`src/rtl/lh_pkg.sv`:
```
package lh_pkg;

    localparam int LH_DATA_W = 8;

    typedef enum logic [2:0] {
        ST_IDLE   = 3'd0,
        ST_READY  = 3'd1,
        ST_LATCH  = 3'd2,
        ST_ACCEPT = 3'd3,
        ST_DONE   = 3'd4
    } lh_state_e;

    // Raw bus sample, every field active low as seen on the wires.
    typedef struct packed {
        logic                 dav_n;
        logic                 atn_n;
        logic                 eoi_n;
        logic                 ifc_n;
        logic [LH_DATA_W-1:0] dio_n;
    } lh_bus_t;

    localparam int LH_BUS_W = $bits(lh_bus_t);

    // Accepted byte in positive logic with its qualifiers.
    typedef struct packed {
        logic [LH_DATA_W-1:0] value;
        logic                 is_cmd;
        logic                 is_last;
    } lh_rx_t;

    localparam lh_bus_t LH_BUS_IDLE = '{
        dav_n: 1'b1, atn_n: 1'b1, eoi_n: 1'b1, ifc_n: 1'b1, dio_n: '1
    };

    function automatic lh_rx_t lh_decode(input lh_bus_t b);
        lh_rx_t r;
        r.value   = ~b.dio_n;
        r.is_cmd  = ~b.atn_n;
        r.is_last = ~b.eoi_n;
        return r;
    endfunction

    function automatic logic lh_pulls_nrfd(input lh_state_e s, input logic hold);
        case (s)
            ST_READY:                     return hold;
            ST_LATCH, ST_ACCEPT, ST_DONE: return 1'b1;
            default:                      return 1'b0;
        endcase
    endfunction

    function automatic logic lh_pulls_ndac(input lh_state_e s);
        case (s)
            ST_READY, ST_LATCH, ST_DONE: return 1'b1;
            default:                     return 1'b0;
        endcase
    endfunction

endpackage

```
`src/rtl/lh_sync.sv`:
```
module lh_sync #(
    parameter int           W       = 1,
    parameter int           STAGES  = 2,
    parameter logic [W-1:0] RST_VAL = '1
) (
    input  logic         clk,
    input  logic         rst,
    input  logic [W-1:0] d,
    output logic [W-1:0] q
);
    logic [W-1:0] chain [STAGES];

    for (genvar g = 0; g < STAGES; g++) begin : g_stage
        if (g == 0) begin : g_first
            always_ff @(posedge clk) begin
                if (rst) chain[g] <= RST_VAL;
                else     chain[g] <= d;
            end
        end else begin : g_rest
            always_ff @(posedge clk) begin
                if (rst) chain[g] <= RST_VAL;
                else     chain[g] <= chain[g-1];
            end
        end
    end

    assign q = chain[STAGES-1];
endmodule

```
`src/rtl/lh_fsm.sv`:
```
module lh_fsm
    import lh_pkg::*;
(
    input  logic      clk,
    input  logic      rst,
    input  logic      dav_s,
    input  logic      ifc_s,
    input  logic      next_req,
    input  logic      hold_busy,
    input  logic      release_req,
    output lh_state_e state_o,
    output logic      nrfd_pull_o,
    output logic      ndac_pull_o,
    output logic      take_o
);
    lh_state_e state_q, state_d;

    always_comb begin
        state_d = state_q;
        case (state_q)
            ST_IDLE:   if (next_req) state_d = ST_READY;
            ST_READY:  if (!dav_s && !hold_busy) state_d = ST_LATCH;
            ST_LATCH:  state_d = ST_ACCEPT;
            ST_ACCEPT: if (dav_s) state_d = ST_DONE;
            ST_DONE: begin
                if (release_req)   state_d = ST_IDLE;
                else if (next_req) state_d = ST_READY;
            end
            default:   state_d = ST_IDLE;
        endcase
        if (!ifc_s) state_d = ST_IDLE;
    end

    always_ff @(posedge clk) begin
        if (rst) state_q <= ST_IDLE;
        else     state_q <= state_d;
    end

    assign state_o     = state_q;
    assign nrfd_pull_o = lh_pulls_nrfd(state_q, hold_busy);
    assign ndac_pull_o = lh_pulls_ndac(state_q);
    assign take_o      = (state_q == ST_LATCH);

    // a synchronized interface clear forces idle on the next edge
    assert_ifc_to_idle_R8: assert property (@(posedge clk) disable iff (rst)
        !ifc_s |=> state_q == ST_IDLE);

    // a held ready state does not react to data-valid
    assert_hold_stays_ready_R7: assert property (@(posedge clk) disable iff (rst)
        (state_q == ST_READY && hold_busy && ifc_s) |=> state_q == ST_READY);

    // accepted state lasts until data-valid is seen released
    assert_accept_waits_dav_R6: assert property (@(posedge clk) disable iff (rst)
        (state_q == ST_ACCEPT && !dav_s && ifc_s) |=> state_q == ST_ACCEPT);

    // release in done wins over a next-byte request
    assert_release_priority_R9: assert property (@(posedge clk) disable iff (rst)
        (state_q == ST_DONE && release_req) |=> state_q == ST_IDLE);
endmodule

```
`src/rtl/lh_capture.sv`:
```
module lh_capture
    import lh_pkg::*;
(
    input  logic    clk,
    input  logic    rst,
    input  logic    take,
    input  lh_bus_t bus_s,
    output logic    valid_o,
    output lh_rx_t  rx_o
);
    lh_rx_t rx_q;
    logic   valid_q;

    always_ff @(posedge clk) begin
        if (rst) begin
            rx_q    <= '0;
            valid_q <= 1'b0;
        end else begin
            valid_q <= take;
            if (take) rx_q <= lh_decode(bus_s);
        end
    end

    assign valid_o = valid_q;
    assign rx_o    = rx_q;

    // the accepted-byte strobe never lasts longer than one cycle
    assert_strobe_single_R5: assert property (@(posedge clk) disable iff (rst)
        valid_q |=> !valid_q);

    // contents stay put between strobes
    assert_rx_stable_R5: assert property (@(posedge clk) disable iff (rst)
        !$past(take) |-> $stable(rx_q));
endmodule

```
`src/rtl/gpib_listen_handshake.sv`:
```
module gpib_listen_handshake
    import lh_pkg::*;
#(
    parameter int SYNC_STAGES = 2
) (
    input  logic                 clk,
    input  logic                 rst,
    input  logic                 bus_dav_n,
    input  logic                 bus_atn_n,
    input  logic                 bus_eoi_n,
    input  logic                 bus_ifc_n,
    input  logic [LH_DATA_W-1:0] bus_dio_n,
    input  logic                 next_req,
    input  logic                 hold_busy,
    input  logic                 release_req,
    output logic                 nrfd_pull,
    output logic                 ndac_pull,
    output logic                 rx_valid,
    output logic [LH_DATA_W-1:0] rx_byte,
    output logic                 rx_cmd,
    output logic                 rx_last
);
    lh_bus_t   bus_raw, bus_s;
    lh_state_e state;
    logic      fsm_nrfd, fsm_ndac, take;
    lh_rx_t    rx;

    assign bus_raw = '{dav_n: bus_dav_n, atn_n: bus_atn_n, eoi_n: bus_eoi_n,
                       ifc_n: bus_ifc_n, dio_n: bus_dio_n};

    lh_sync #(
        .W       (LH_BUS_W),
        .STAGES  (SYNC_STAGES),
        .RST_VAL (LH_BUS_IDLE)
    ) u_sync (
        .clk (clk),
        .rst (rst),
        .d   (bus_raw),
        .q   (bus_s)
    );

    lh_fsm u_fsm (
        .clk         (clk),
        .rst         (rst),
        .dav_s       (bus_s.dav_n),
        .ifc_s       (bus_s.ifc_n),
        .next_req    (next_req),
        .hold_busy   (hold_busy),
        .release_req (release_req),
        .state_o     (state),
        .nrfd_pull_o (fsm_nrfd),
        .ndac_pull_o (fsm_ndac),
        .take_o      (take)
    );

    lh_capture u_cap (
        .clk     (clk),
        .rst     (rst),
        .take    (take),
        .bus_s   (bus_s),
        .valid_o (rx_valid),
        .rx_o    (rx)
    );

    // Idle: the raw attention line drives the not-ready pull without a register.
    assign nrfd_pull = fsm_nrfd | ((state == ST_IDLE) & ~bus_atn_n);
    assign ndac_pull = fsm_ndac;
    assign rx_byte   = rx.value;
    assign rx_cmd    = rx.is_cmd;
    assign rx_last   = rx.is_last;

    // the strobe coincides with the accept release
    assert_strobe_with_release_R5: assert property (@(posedge clk) disable iff (rst)
        rx_valid |-> !ndac_pull);

    // data is taken only while not-ready is pulled
    assert_take_under_nrfd_R4: assert property (@(posedge clk) disable iff (rst)
        take |-> (nrfd_pull && ndac_pull));

    // outside idle, never both lines released together
    assert_never_both_free_R6: assert property (@(posedge clk) disable iff (rst)
        (state != ST_IDLE && !hold_busy) |-> (nrfd_pull || ndac_pull || state == ST_READY));

    // ready holds not-data-accepted low
    assert_ready_holds_ndac_R3: assert property (@(posedge clk) disable iff (rst)
        (state == ST_READY) |-> ndac_pull);
endmodule

```
`config.mk`:
```
export PLATFORM = sky130hd
export DESIGN_NAME = gpib_listen_handshake
export DESIGN_NICKNAME = d
export VERILOG_FILES = /design/src/rtl/lh_pkg.sv /design/src/rtl/lh_sync.sv /design/src/rtl/lh_fsm.sv /design/src/rtl/lh_capture.sv /design/src/rtl/gpib_listen_handshake.sv
export SDC_FILE = /design/constraint.sdc
export NUM_CORES = 1
export LEC_CHECK = 0
export BUFFER_PORTS_ARGS = -buffer_cell sky130_fd_sc_hd__clkbuf_2
export CORE_MARGIN = 8
export CORE_UTILIZATION = 46
export DETAILED_ROUTE_END_ITERATION = 12
export PLACE_DENSITY = 0.8
export SYNTH_ARGS = -nofsm -noshare
export SYNTH_HDL_FRONTEND = slang
export SYNTH_SLANG_ARGS = --single-unit
```
`constraint.sdc`:
```
create_clock -name clk -period 1 [get_ports clk]
set_input_delay 0.1 -clock clk [delete_from_list [all_inputs] [get_ports clk]]
set_output_delay 0.1 -clock clk [all_outputs]
set_load 0.02 [all_outputs]
```
Word-level counts from Yosys, hierarchy flattened

Memory sizes are Yosys's and may differ from the RTL's.
Index checks and enable logic that the tools add are counted.
Widths: inputs -> output; s select.

Logic and storage cells: 41
Memories: 1
Input bits: 17
Bits in registers: 14
Output and inout bits: 13
Memory bits (writable): 24

Memories:

| name         | depth | width | rd ports | clocked after memory_dff | wr ports | RTL line      | RTL |
|---|---|---|---|---|---|---|---|
| u_sync.chain | 2     | 12    | 2        | 0                        | 2        | lh_sync.sv:11 | `logic [W-1:0] chain [STAGES];` |

Multiplexer cells: 12
Reduce and logical (&&, ||, !) cells: 8
Bitwise operators: 9
Equality and inequality tests: 6

Operator list:

| cell               | number |
|---|---|
| $mux 12            | 2 |
| $pmux 3 s5         | 1 |
| $mux 3             | 4 |
| $not 8->8          | 1 |
| $eq 3x2->1 const B | 2 |
| $reduce_or 3->1    | 2 |
| $mux 1             | 4 |
| $not 1->1          | 4 |
| $eq 3x1->1 const B | 1 |
| $eq 3x3->1 const B | 1 |
| $logic_not 3->1    | 1 |
| $or 1x1->1         | 3 |
| $logic_not 1->1    | 2 |
| $ne 2x1->1 const B | 1 |
| $ne 2x2->1 const B | 1 |
| $pmux 1 s2         | 1 |
| $reduce_and 2->1   | 1 |
| $reduce_or 2->1    | 1 |
| $and 1x1->1        | 1 |
| $logic_and 1x1->1  | 1 |

Logic depth before layout (Yosys ltp)

Gate-level depths: netlist of the first run.

Depth in word-level cells: 4
Mapped depth: 5
Gate-level depth less buffers: 3

Modules after synthesis

A second synthesis of the first run with hierarchy kept.

Cell total of the unflattened synthesis: 111
Area total of the unflattened synthesis: 1282.5 um^2

Modules (own cells, without submodules):

| module                | sequential area each (um^2) | cells each | instances | area each (um^2) |
|---|---|---|---|---|
| lh_sync               | 480.5                       | 50         | 1         | 653.1 |
| lh_capture            | 220.2                       | 35         | 1         | 409.1 |
| lh_fsm                | 60.1                        | 24         | 1         | 200.2 |
| gpib_listen_handshake | 0.0                         | 2          | 1         | 20.0 |

Worst setup path after synthesis of the first run

Ideal clock, no wire load.

Kind: reg-to-output
Start point: register u_fsm.state_q[0], in the netlist u_fsm.state_o[0]
End point: output ndac_pull
Buffers on the path: 1
Path slack: -129 ps
Data arrival time: 1029 ps
Cell stages (with the launch flop): 4
Required time: 900 ps
Cell sequence: dfxtp_1 > buf_4 > xnor2_1 > o21ai_0

Word-level cells in the longest chain between the ends: 3
Elaborated cells between the ends (all ways): 5
Those cells by class: eq/ne: 3; mux: 1; reduce/logical: 1

RTL lines:

| element                                  | RTL line                    | RTL |
|---|---|---|
| start, declared                          | lh_fsm.sv:16                | `lh_state_e state_q, state_d;` |
| start signal, assigned                   | lh_fsm.sv:36                | `else state_q <= state_d;` |
| $eq 3x1->1, or another cell as far along | lh_pkg.sv:52                | `case (s)` |
| $reduce_or 3->1 (*)                      | lh_pkg.sv:52                |  |
| $mux 1 (*)                               | lh_pkg.sv:52                |  |
| end, declared                            | gpib_listen_handshake.sv:17 | `output logic ndac_pull,` |

Mark *: on every way between the ends. The rest lies on a longest branch, timed or not.

Final worst setup path of the first run

Start point: register u_fsm.state_q[2], in the netlist u_fsm.state_o[2]
End point: register u_cap.rx_q, in the netlist u_cap.rx_o[0]

Word-level cells in the longest chain between the ends: 1

RTL lines:

| element              | RTL line         | RTL |
|---|---|---|
| $eq 3x2->1           | lh_fsm.sv:42     | `assign take_o = (state_q == ST_LATCH);` |
| end signal, assigned | lh_capture.sv:20 | `if (take) rx_q <= lh_decode(bus_s);` |
| end, declared        | lh_capture.sv:11 | `lh_rx_t rx_q;` |

No other way between the ends.
A chain may end at the register's enable or synchronous reset.

==> results of run 1 <==
## Yosys cell counts (all sizes together) (2+ instances only)
master / number / area (µm²)
nor3: 3 / 15.0
clkbuf: 3 / 11.3
o21ai: 2 / 10.0
nor2b: 2 / 12.5
a21oi: 2 / 10.0
inv: 2 / 7.51
dfxtp: 38 / 761
or2: 24 / 150
nand2b: 2 / 12.5
a211oi: 10 / 120
nand3: 2 / 10.0
buf: 4 / 31.3
nor2: 12 / 45.0
## power by group
part | switching, µW | internal [µW] | leakage, µW
sequential | 38.7 | 1580 | 0.000317
combinational | 200 | 241 | 0.000446
clock | 500 | 524 | 0.0000374
## worst max-delay path: cells and delay by family (launching register included)
| kind | cells | cell delay [ns] |
|---|---|---|
| buffers and inverters | 3 | 0.45 |
| DFF | 1 | 0.38 |
| and+or+nand+nor | 2 | 0.36 |
| AOI/OAI and AO/OA | 1 | 0.15 |
## stage by stage
stage	utilization	instance area, µm²
final	0.710	1910
after CTS	0.672	1810
after global placement	0.551	1480
after global routing	0.710	1910
after floorplan	-	1280
after detailed placement	0.551	1480
## layer usage
layer | routed length [µm] | GRT usage | vias to the layer above
li1 | - | - | 493
met1 | 1150 | 0.125 | 465
met2 | 1510 | 0.210 | 43
met3 | 192 | 0.0393 | 7
met4 | 55 | 0.0716 | 0
met5 | 0 | 0 | -
## cell type report
type,instances,area [µm²]
clock buffers,5,37.5
well taps,31,38.8
multi-input cells,66,517
inverters,2,7.51
fillers,181,778
flip-flops and latches,38,777
repair buffers,60,485
clock inverters,3,45.0
## logic make-up (layout without fill, tap and decap cells)
logic type	Yosys count	count (layout)	share of synthesized area
AND/OR/NAND/NOR	47	47	0.212
flip-flops	38	38	0.603
AO/OA/AOI/OAI	18	18	0.139
buffers and inverters	9	70	0.0396
XOR/XNOR	1	1	0.00694
## how the worst max path moves through the flow
stage / to / slack [ns] / cells past startpoint
after floorplan: u_cap.rx_o[1]$_SDFFE_PP0P_ / -0.08 / 5
after global placement: u_fsm.state_o[0]$_SDFFE_PP0P_ / -0.11 / 3
after detailed placement: nrfd_pull / -0.20 / 4
after CTS: nrfd_pull / -0.38 / 4
after global routing: nrfd_pull / -0.47 / 4
final: u_cap.rx_o[0]$_SDFFE_PP0P_ / -0.43 / 6
## flip-flops by register name, summed over array words and instances, names as in the netlist
register       count
u_cap.valid_o      1
u_fsm.state_o      3
u_cap.rx_o        10
u_sync.chain      24
## timing repair
item | in CTS | in global routing
hold endpoints to repair | 12 | 0
hold buffers | 12 | 0
pin swaps | 4 | 12
gates resized for setup | 18 | 35
setup buffers | 6 | 4
gates cloned | 1 | 1
endpoints found under the setup margin | 17 | 22
==> impl_results.md, run 1 <==
- TritonCTS clock tree: yes
- Die width: 68.4 µm
- Final Cycle Share: 1.43
- Hpwl dp: 1650 µm
- Pleak: 0.000801 µW
- Startpoint Class: flip-flop
- Commonest non-fill, non-tap cell in the layout: dfxtp_1
- DRC violations left: 0
- Clock slew seen by the registers of the worst setup and hold paths: 0.12 ns
- Post-layout worst setup margin: -0.427 ns
- Fin Setup TNS: -5.32 ns
- Synthesized cell area: 1260 µm²
- First-pass GRT wire length: 4260 µm
- Max_cap viols: 0
- Slew headroom: 0.766
- Vias per cell: 4.92
- Worst Path Max Fanout: 5
- Die area: 4680 µm²
- DRT iter0 DRCs: 30
- Slew Viols, Final: 0
- Final Hold Fails: 0
- Ant diodes: 0
- Synth warn: 0
- Cell Rows: 19
- Worst Path Class, Setup: reg2reg
- Clk sinks: 38
- Cell breakdown of the critical path: buf_6 -> buf_6 -> nor3b_4 -> clkbuf_16 -> nor2_2 -> a211oi_2
- Antenna-violating nets left: 0
- Min-Delay Path Depth: 4
- Status: complete, but fails checks
- Inserted Clock Buffers: 5
- Drt pass-1 iters: 4
- Most frequent cells in the layout: dfxtp_1 (31), or2_2 (24), buf_4 (18)
- Number of synthesized flops with an enable pin: 0
- Die Ht: 68.4 µm
- Final setup vio count: 15
- Hold_sp: release_req
- Nets: 190
- Max incr delay on CP: 0.38 ns
- Placed Instances: 174
- Total Power: 3090 µW
- Top cell by count, worst path: buf_6
- Initial antenna violation count: 0
- Total global-route track usage: 0.121
- Distinct cells, synth: 23
- Critical Path AT: 1.68 ns
- Via count: 1008
- Synth Net Count: 130
- Worst setup EP type: flip-flop
- Vias in the first global route: 979
- RSZ-0062 raised after global routing: true
- I/O pin total: 30
- Core region area: 2690 µm²
- Largest net degree at the start of global routing: 25
- H-tree Lvls: 2
- Tmin final: 1.43 ns
- Clock skew: 0.0143 ns
- Wirelength per Cell: 14.2 µm
- Worst Tran Pin Value: 0.347 ns
- Worst vdd ir: 1.22 mV
- Layout cell share with drive strength beyond 1: 0.661
- Worst-case reg-to-reg path depth: 6
- Final wirelength: 2910 µm
- Critical R2R Capture: u_cap.rx_o[0]$_SDFFE_PP0P_
- Post-synth ARST share: 0
- Power per cell area: 1620 nW/µm²
- Seq cells post-synth: 38
- Sequential-to-total area share from yosys stat: 0.603
- Avg Inst Size Synth: 11.2 µm²
- Slowest CP cell: dfxtp_4
- Hold Path Class: in2reg
- CTS root buf: clkbuf_4
- Clk buf depth: 2
- Failing checks: negative setup slack
- WHS: 0.0817 ns
- Reg2reg start: u_fsm.state_o[2]$_SDFFE_PP0P_
- Worst setup path startpoint: u_fsm.state_o[2]$_SDFFE_PP0P_
- GP Congestion: 0.883
- Starting Density: 0.470
- Port Buffer Count: 29
- Highest Clock Rate: 0.701 GHz
- Slack of the worst reg-to-reg path: -0.43 ns
- Area Overhead vs Synth: 51.1%
- Final non-filler cell total: 205
- Pre-CTS WS: -0.203 ns
- Overflow after GRT: 0
- Critical Path RT: 1.26 ns
- Hold endpoint: u_fsm.state_o[2]$_SDFFE_PP0P_
- Post-Synthesis Cells: 113
- Clock Latency Late Sink: 0.34 ns
- Main synth FF type: dfxtp_1
No activity file was read; power rests on OpenSTA's default activity.
==> run 2: changes to the inputs <==
GPL_TIMING_DRIVEN = 0   (was unset)
==> impl_results.md, run 2 (synthesis results as in run 1) <==
- Status: complete, but fails checks
- Failing checks: negative setup slack
- Cell breakdown of the critical path: buf_6 -> nor2_4 -> a211o_1 -> clkbuf_8
- Most frequent cells in the layout: dfxtp_1 (33), or2_2 (24), clkbuf_2 (19)
- Initial antenna violation count: 0
- Hold endpoint: u_sync.chain[0][10]$_SDFF_PP1_
- Die area: 4680 µm²
- Wirelength per Cell: 14.7 µm
- Slew headroom: 0.537
- Worst Tran Pin Value: 0.695 ns
- Slowest CP cell: dfxtp_2
- Hold_sp: bus_atn_n
- Reg2reg start: u_fsm.state_o[0]$_SDFFE_PP0P_
- Overflow after GRT: 0
- Hpwl dp: 1670 µm
- Met3 usage in global routing: 0.0589
- Total global-route track usage: 0.135
- Hold Path Class: in2reg
- Placed Instances: 173
- Clock Latency Late Sink: 0.33 ns
- Pre-CTS WS: -0.171 ns
- Power per cell area: 1500 nW/µm²
- Worst Path Class, Setup: reg2out
- Via count: 965
- Final Hold Fails: 0
- Family with the most delay on the worst path: flip-flops
- Met2 Resource Use GR: 0.230
- First-pass GRT wire length: 4590 µm
- Layout fillers: 183
- Max_cap viols: 0
- Vias per cell: 4.80
- Inserted Clock Buffers: 5
- Fin util: 0.689
- Final wirelength: 2950 µm
- Largest net degree at the start of global routing: 12
- Startpoint Class: flip-flop
- Critical Path RT: 0.90 ns
- DRC violations left: 0
- Pleak: 0.000771 µW
- GP Congestion: 0.799
- I/O pin total: 30
- Slew Viols, Final: 0
- RSZ-0062 raised after global routing: true
- Critical Path AT: 1.29 ns
- Max incr delay on CP: 0.34 ns
- Final setup vio count: 15
- Area Overhead vs Synth: 46.6%
- Vias in the first global route: 999
- Highest Clock Rate: 0.719 GHz
- Largest register FFs: 24
- Final Cycle Share: 1.39
- Layout cell share with drive strength beyond 1: 0.612
- Tmin final: 1.39 ns
- TritonCTS clock tree: yes
- Worst Path Max Fanout: 4
- DRT iter0 DRCs: 28
- Ant diodes: 0
- Worst vdd ir: 1.50 mV
- Slack of the worst reg-to-reg path: -0.32 ns
- Nets: 187
- Final non-filler cell total: 201
- Worst setup EP type: output pin
- Clock skew: 0.00833 ns
- H-tree Lvls: 2
- WHS: 0.0317 ns
- Clk sinks: 38
- Core region area: 2690 µm²
- Post-layout worst setup margin: -0.390 ns
- Port Buffer Count: 29
- Commonest non-fill, non-tap cell in the layout: dfxtp_1
- CTS root buf: clkbuf_4
- Starting Density: 0.470
- Die width: 68.4 µm
- Critical R2R Capture: u_cap.rx_o[3]$_SDFFE_PP0P_
- Total Power: 2780 µW
- Clock slew seen by the registers of the worst setup and hold paths: 0.10 ns
- GRT Max-Usage Layer: met2
- Worst-case reg-to-reg path depth: 7
- Clk buf depth: 2
- Biggest register: u_sync.chain
- Antenna-violating nets left: 0
- Met1 usage: 0.139
- Buf/Inv on CP: 2
- Die Ht: 68.4 µm
- Drt pass-1 iters: 4
- Cell Rows: 19
- Min-Delay Path Depth: 2
## run 2: how the worst max path moves through the flow
stage | cells past startpoint | start | end
final | 4 | u_fsm.state_o[0]$_SDFFE_PP0P_ | nrfd_pull
after global routing | 4 | u_fsm.state_o[0]$_SDFFE_PP0P_ | nrfd_pull
after CTS | 3 | u_fsm.state_o[2]$_SDFFE_PP0P_ | nrfd_pull
after detailed placement | 5 | u_fsm.state_o[0]$_SDFFE_PP0P_ | u_cap.rx_o[1]$_SDFFE_PP0P_
after global placement | 4 | u_fsm.state_o[0]$_SDFFE_PP0P_ | u_cap.rx_o[5]$_SDFFE_PP0P_
after floorplan | 5 | u_fsm.state_o[0]$_SDFFE_PP0P_ | u_cap.rx_o[1]$_SDFFE_PP0P_
## run 2: routing by layer
| layer | routed length (µm) | vias up |
|---|---|---|
| li1 | - | 487 |
| met1 | 1190 | 437 |
| met2 | 1500 | 37 |
| met3 | 212 | 4 |
| met4 | 43 | 0 |
| met5 | 0 | - |
## run 2: worst register-to-register path, cell delays in order, from the launching register on
cell      delay [ns]
dfxtp_2         0.33
buf_6           0.13
buf_12          0.12
nor3b_4         0.21
buf_6           0.15
buf_6           0.12
nor2_1          0.05
a211oi_2        0.14
## run 2: cell type report
class | count | area (µm²) | area share
buffer | 6 | 45.0 | 0.0243
clock buffer | 5 | 37.5 | 0.0203
clock inverter | 2 | 10.0 | 0.00541
inverter | 2 | 10.0 | 0.00541
multi-input combinational | 66 | 536 | 0.289
sequential | 38 | 772 | 0.417
tap | 31 | 38.8 | 0.0210
timing repair buffer | 51 | 402 | 0.217
## run 2: through the flow
step | setup TNS, ns | instance area, µm²
final | -4.34 | 1850
after global routing | -5.37 | 1850
after CTS | -2.82 | 1790
after detailed placement | -1.87 | 1460
after global placement | -1.35 | 1460
after floorplan | -0.789 | 1280
## run 2: repair_timing
item / 4_1_cts / 5_1_grt
setup buffers: 7 / 2
endpoints found under the hold margin: 11 / 0
cloned: 2 / 0
endpoints found under the setup margin: 14 / 23
pin swaps: 12 / 10
hold buffers: 11 / 0
resized for setup: 34 / 17
## run 2: power breakdown
part	internal, µW	switching (µW)	total (µW)
combinational	240	213	453
clock	253	460	713
sequential	1580	32.1	1610
total	2070	705	2780
==> run 3: changes to the inputs <==
PLACE_DENSITY = unset   (was 0.8)
PLACE_DENSITY_LB_ADDON = 0.25   (was unset)
==> impl_results.md, run 3 (synthesis results as in run 1) <==
- Worst Path Class, Setup: reg2reg
- Drt pass-1 iters: 4
- Final Hold Fails: 0
- Clk sinks: 38
- Cell Rows: 19
- Clk buf depth: 2
- Fin area: 1880 µm²
- Vias per cell: 4.81
- Tmin final: 1.37 ns
- Final wirelength: 3050 µm
- H-tree Lvls: 2
- CTS root buf: clkbuf_4
- Most frequent cells in the layout: dfxtp_1 (33), or2_2 (24), clkbuf_2 (20)
- First-pass GRT wire length: 4610 µm
- RSZ-0062 raised after global routing: true
- Core region area: 2690 µm²
- Fin util: 0.701
- Area Overhead vs Synth: 49.3%
- Clock skew: 0.00982 ns
- I/O pin total: 30
- Startpoint Class: flip-flop
- Clock slew seen by the registers of the worst setup and hold paths: 0.11 ns
- DP Area: 1460 µm²
- Power per cell area: 1610 nW/µm²
- Hold Path Class: in2reg
- Port Buffer Count: 29
- Critical Path RT: 1.24 ns
- Final Cycle Share: 1.37
- Nets: 188
- Worst Path Max Fanout: 5
- Worst vdd ir: 1.28 mV
- Vias in the first global route: 1016
- Via count: 976
- Antenna-violating nets left: 0
- Die width: 68.4 µm
- Ant diodes: 0
- Worst setup path startpoint: u_fsm.state_o[1]$_SDFFE_PP0P_
- Starting Density: 0.470
- Status: complete, but fails checks
- Slew headroom: 0.516
- Hpwl dp: 1670 µm
- Layout fillers: 190
- Highest Clock Rate: 0.732 GHz
- Initial antenna violation count: 0
- TritonCTS clock tree: yes
- GP Congestion: 0.789
- Layout cell share with drive strength beyond 1: 0.628
- Reg2reg start: u_fsm.state_o[1]$_SDFFE_PP0P_
- Largest net degree at the start of global routing: 12
- Max_cap viols: 0
- Critical Path AT: 1.61 ns
- DRC violations left: 0
- Biggest register: u_sync.chain
- Inserted Clock Buffers: 5
- Pleak: 0.000779 µW
- Total Power: 3040 µW
- Worst Tran Pin Value: 0.726 ns
- Total global-route track usage: 0.138
- DRT iter0 DRCs: 21
- Overflow after GRT: 0
- Post-layout worst setup margin: -0.365 ns
- Hold_sp: bus_atn_n
- Slew Viols, Final: 0
- Failing checks: negative setup slack
- Largest register FFs: 24
- Clock Latency Late Sink: 0.33 ns
- Worst setup EP type: flip-flop
- Die Ht: 68.4 µm
- Final setup vio count: 15
- Die area: 4680 µm²
- Commonest non-fill, non-tap cell in the layout: dfxtp_1
- Wirelength per Cell: 15.0 µm
run 3: critical path, cell delays in order (launching register included):
cell and delay [ns]:
dfxtp_4 0.38, buf_4 0.12, buf_6 0.12, nor3b_4 0.18, buf_6 0.15, buf_6 0.13
nor2_2 0.05, a211oi_2 0.15
run 3: where the power goes:
group	total (µW)	leakage, µW	switching [µW]	internal (µW)
logic	441	0.000424	209	232
registers	1620	0.000316	38.0	1580
clock network	981	0.0000395	450	530
run 3: per-layer routing:
metal	part of all wire	global-route usage	vias to the layer above	wire [µm]
met2	0.53	0.253	26	1620
met4	0.026	0.0614	0	80
met5	0	0	-	0
met1	0.40	0.131	454	1210
met3	0.045	0.0589	6	137
li1	-	-	490	-
run 3: per-stage QoR:
step | std cells | hold slack [ns] | worst slack [ns] | TNS, ns
floorplan | 113 | 0.172 | -0.0795 | -0.789
global placement | 173 | 0.283 | -0.140 | -1.59
detailed placement | 173 | 0.285 | -0.174 | -1.77
CTS | 201 | 0.00999 | -0.391 | -3.62
global route | 203 | 0.00958 | -0.421 | -5.55
finish | 203 | 0.0268 | -0.365 | -4.50
run 3: worst paths after layout:
| path | to | slack (ns) | cells past startpoint |
|---|---|---|---|
| max | u_cap.rx_o[9]$_SDFFE_PP0P_ | -0.37 | 7 |
| min | u_sync.chain[0][10]$_SDFF_PP1_ | 0.03 | 2 |
| max reg2reg | u_cap.rx_o[9]$_SDFFE_PP0P_ | -0.37 | 7 |
| min reg2reg | u_sync.chain[1][7]$_SDFF_PP1_ | 0.42 | 1 |
run 3: final cells by class:
class | count | area [µm²] | area share
inverter | 2 | 10.0 | 0.00531
buffer | 5 | 33.8 | 0.0179
multi-input combinational | 66 | 546 | 0.290
tap | 31 | 38.8 | 0.0206
clock inverter | 1 | 30.0 | 0.0159
sequential | 38 | 774 | 0.411
clock buffer | 7 | 45.0 | 0.0239
timing repair buffer | 53 | 407 | 0.216
run 3: repair_timing:
item                       4_1_cts  5_1_grt
pin swaps                       14        3
setup endpoints to repair       14       23
resized for setup               28       27
hold buffers                    11        0
cloned                           2        0
hold endpoints to repair        11        0
setup buffers                    8        3
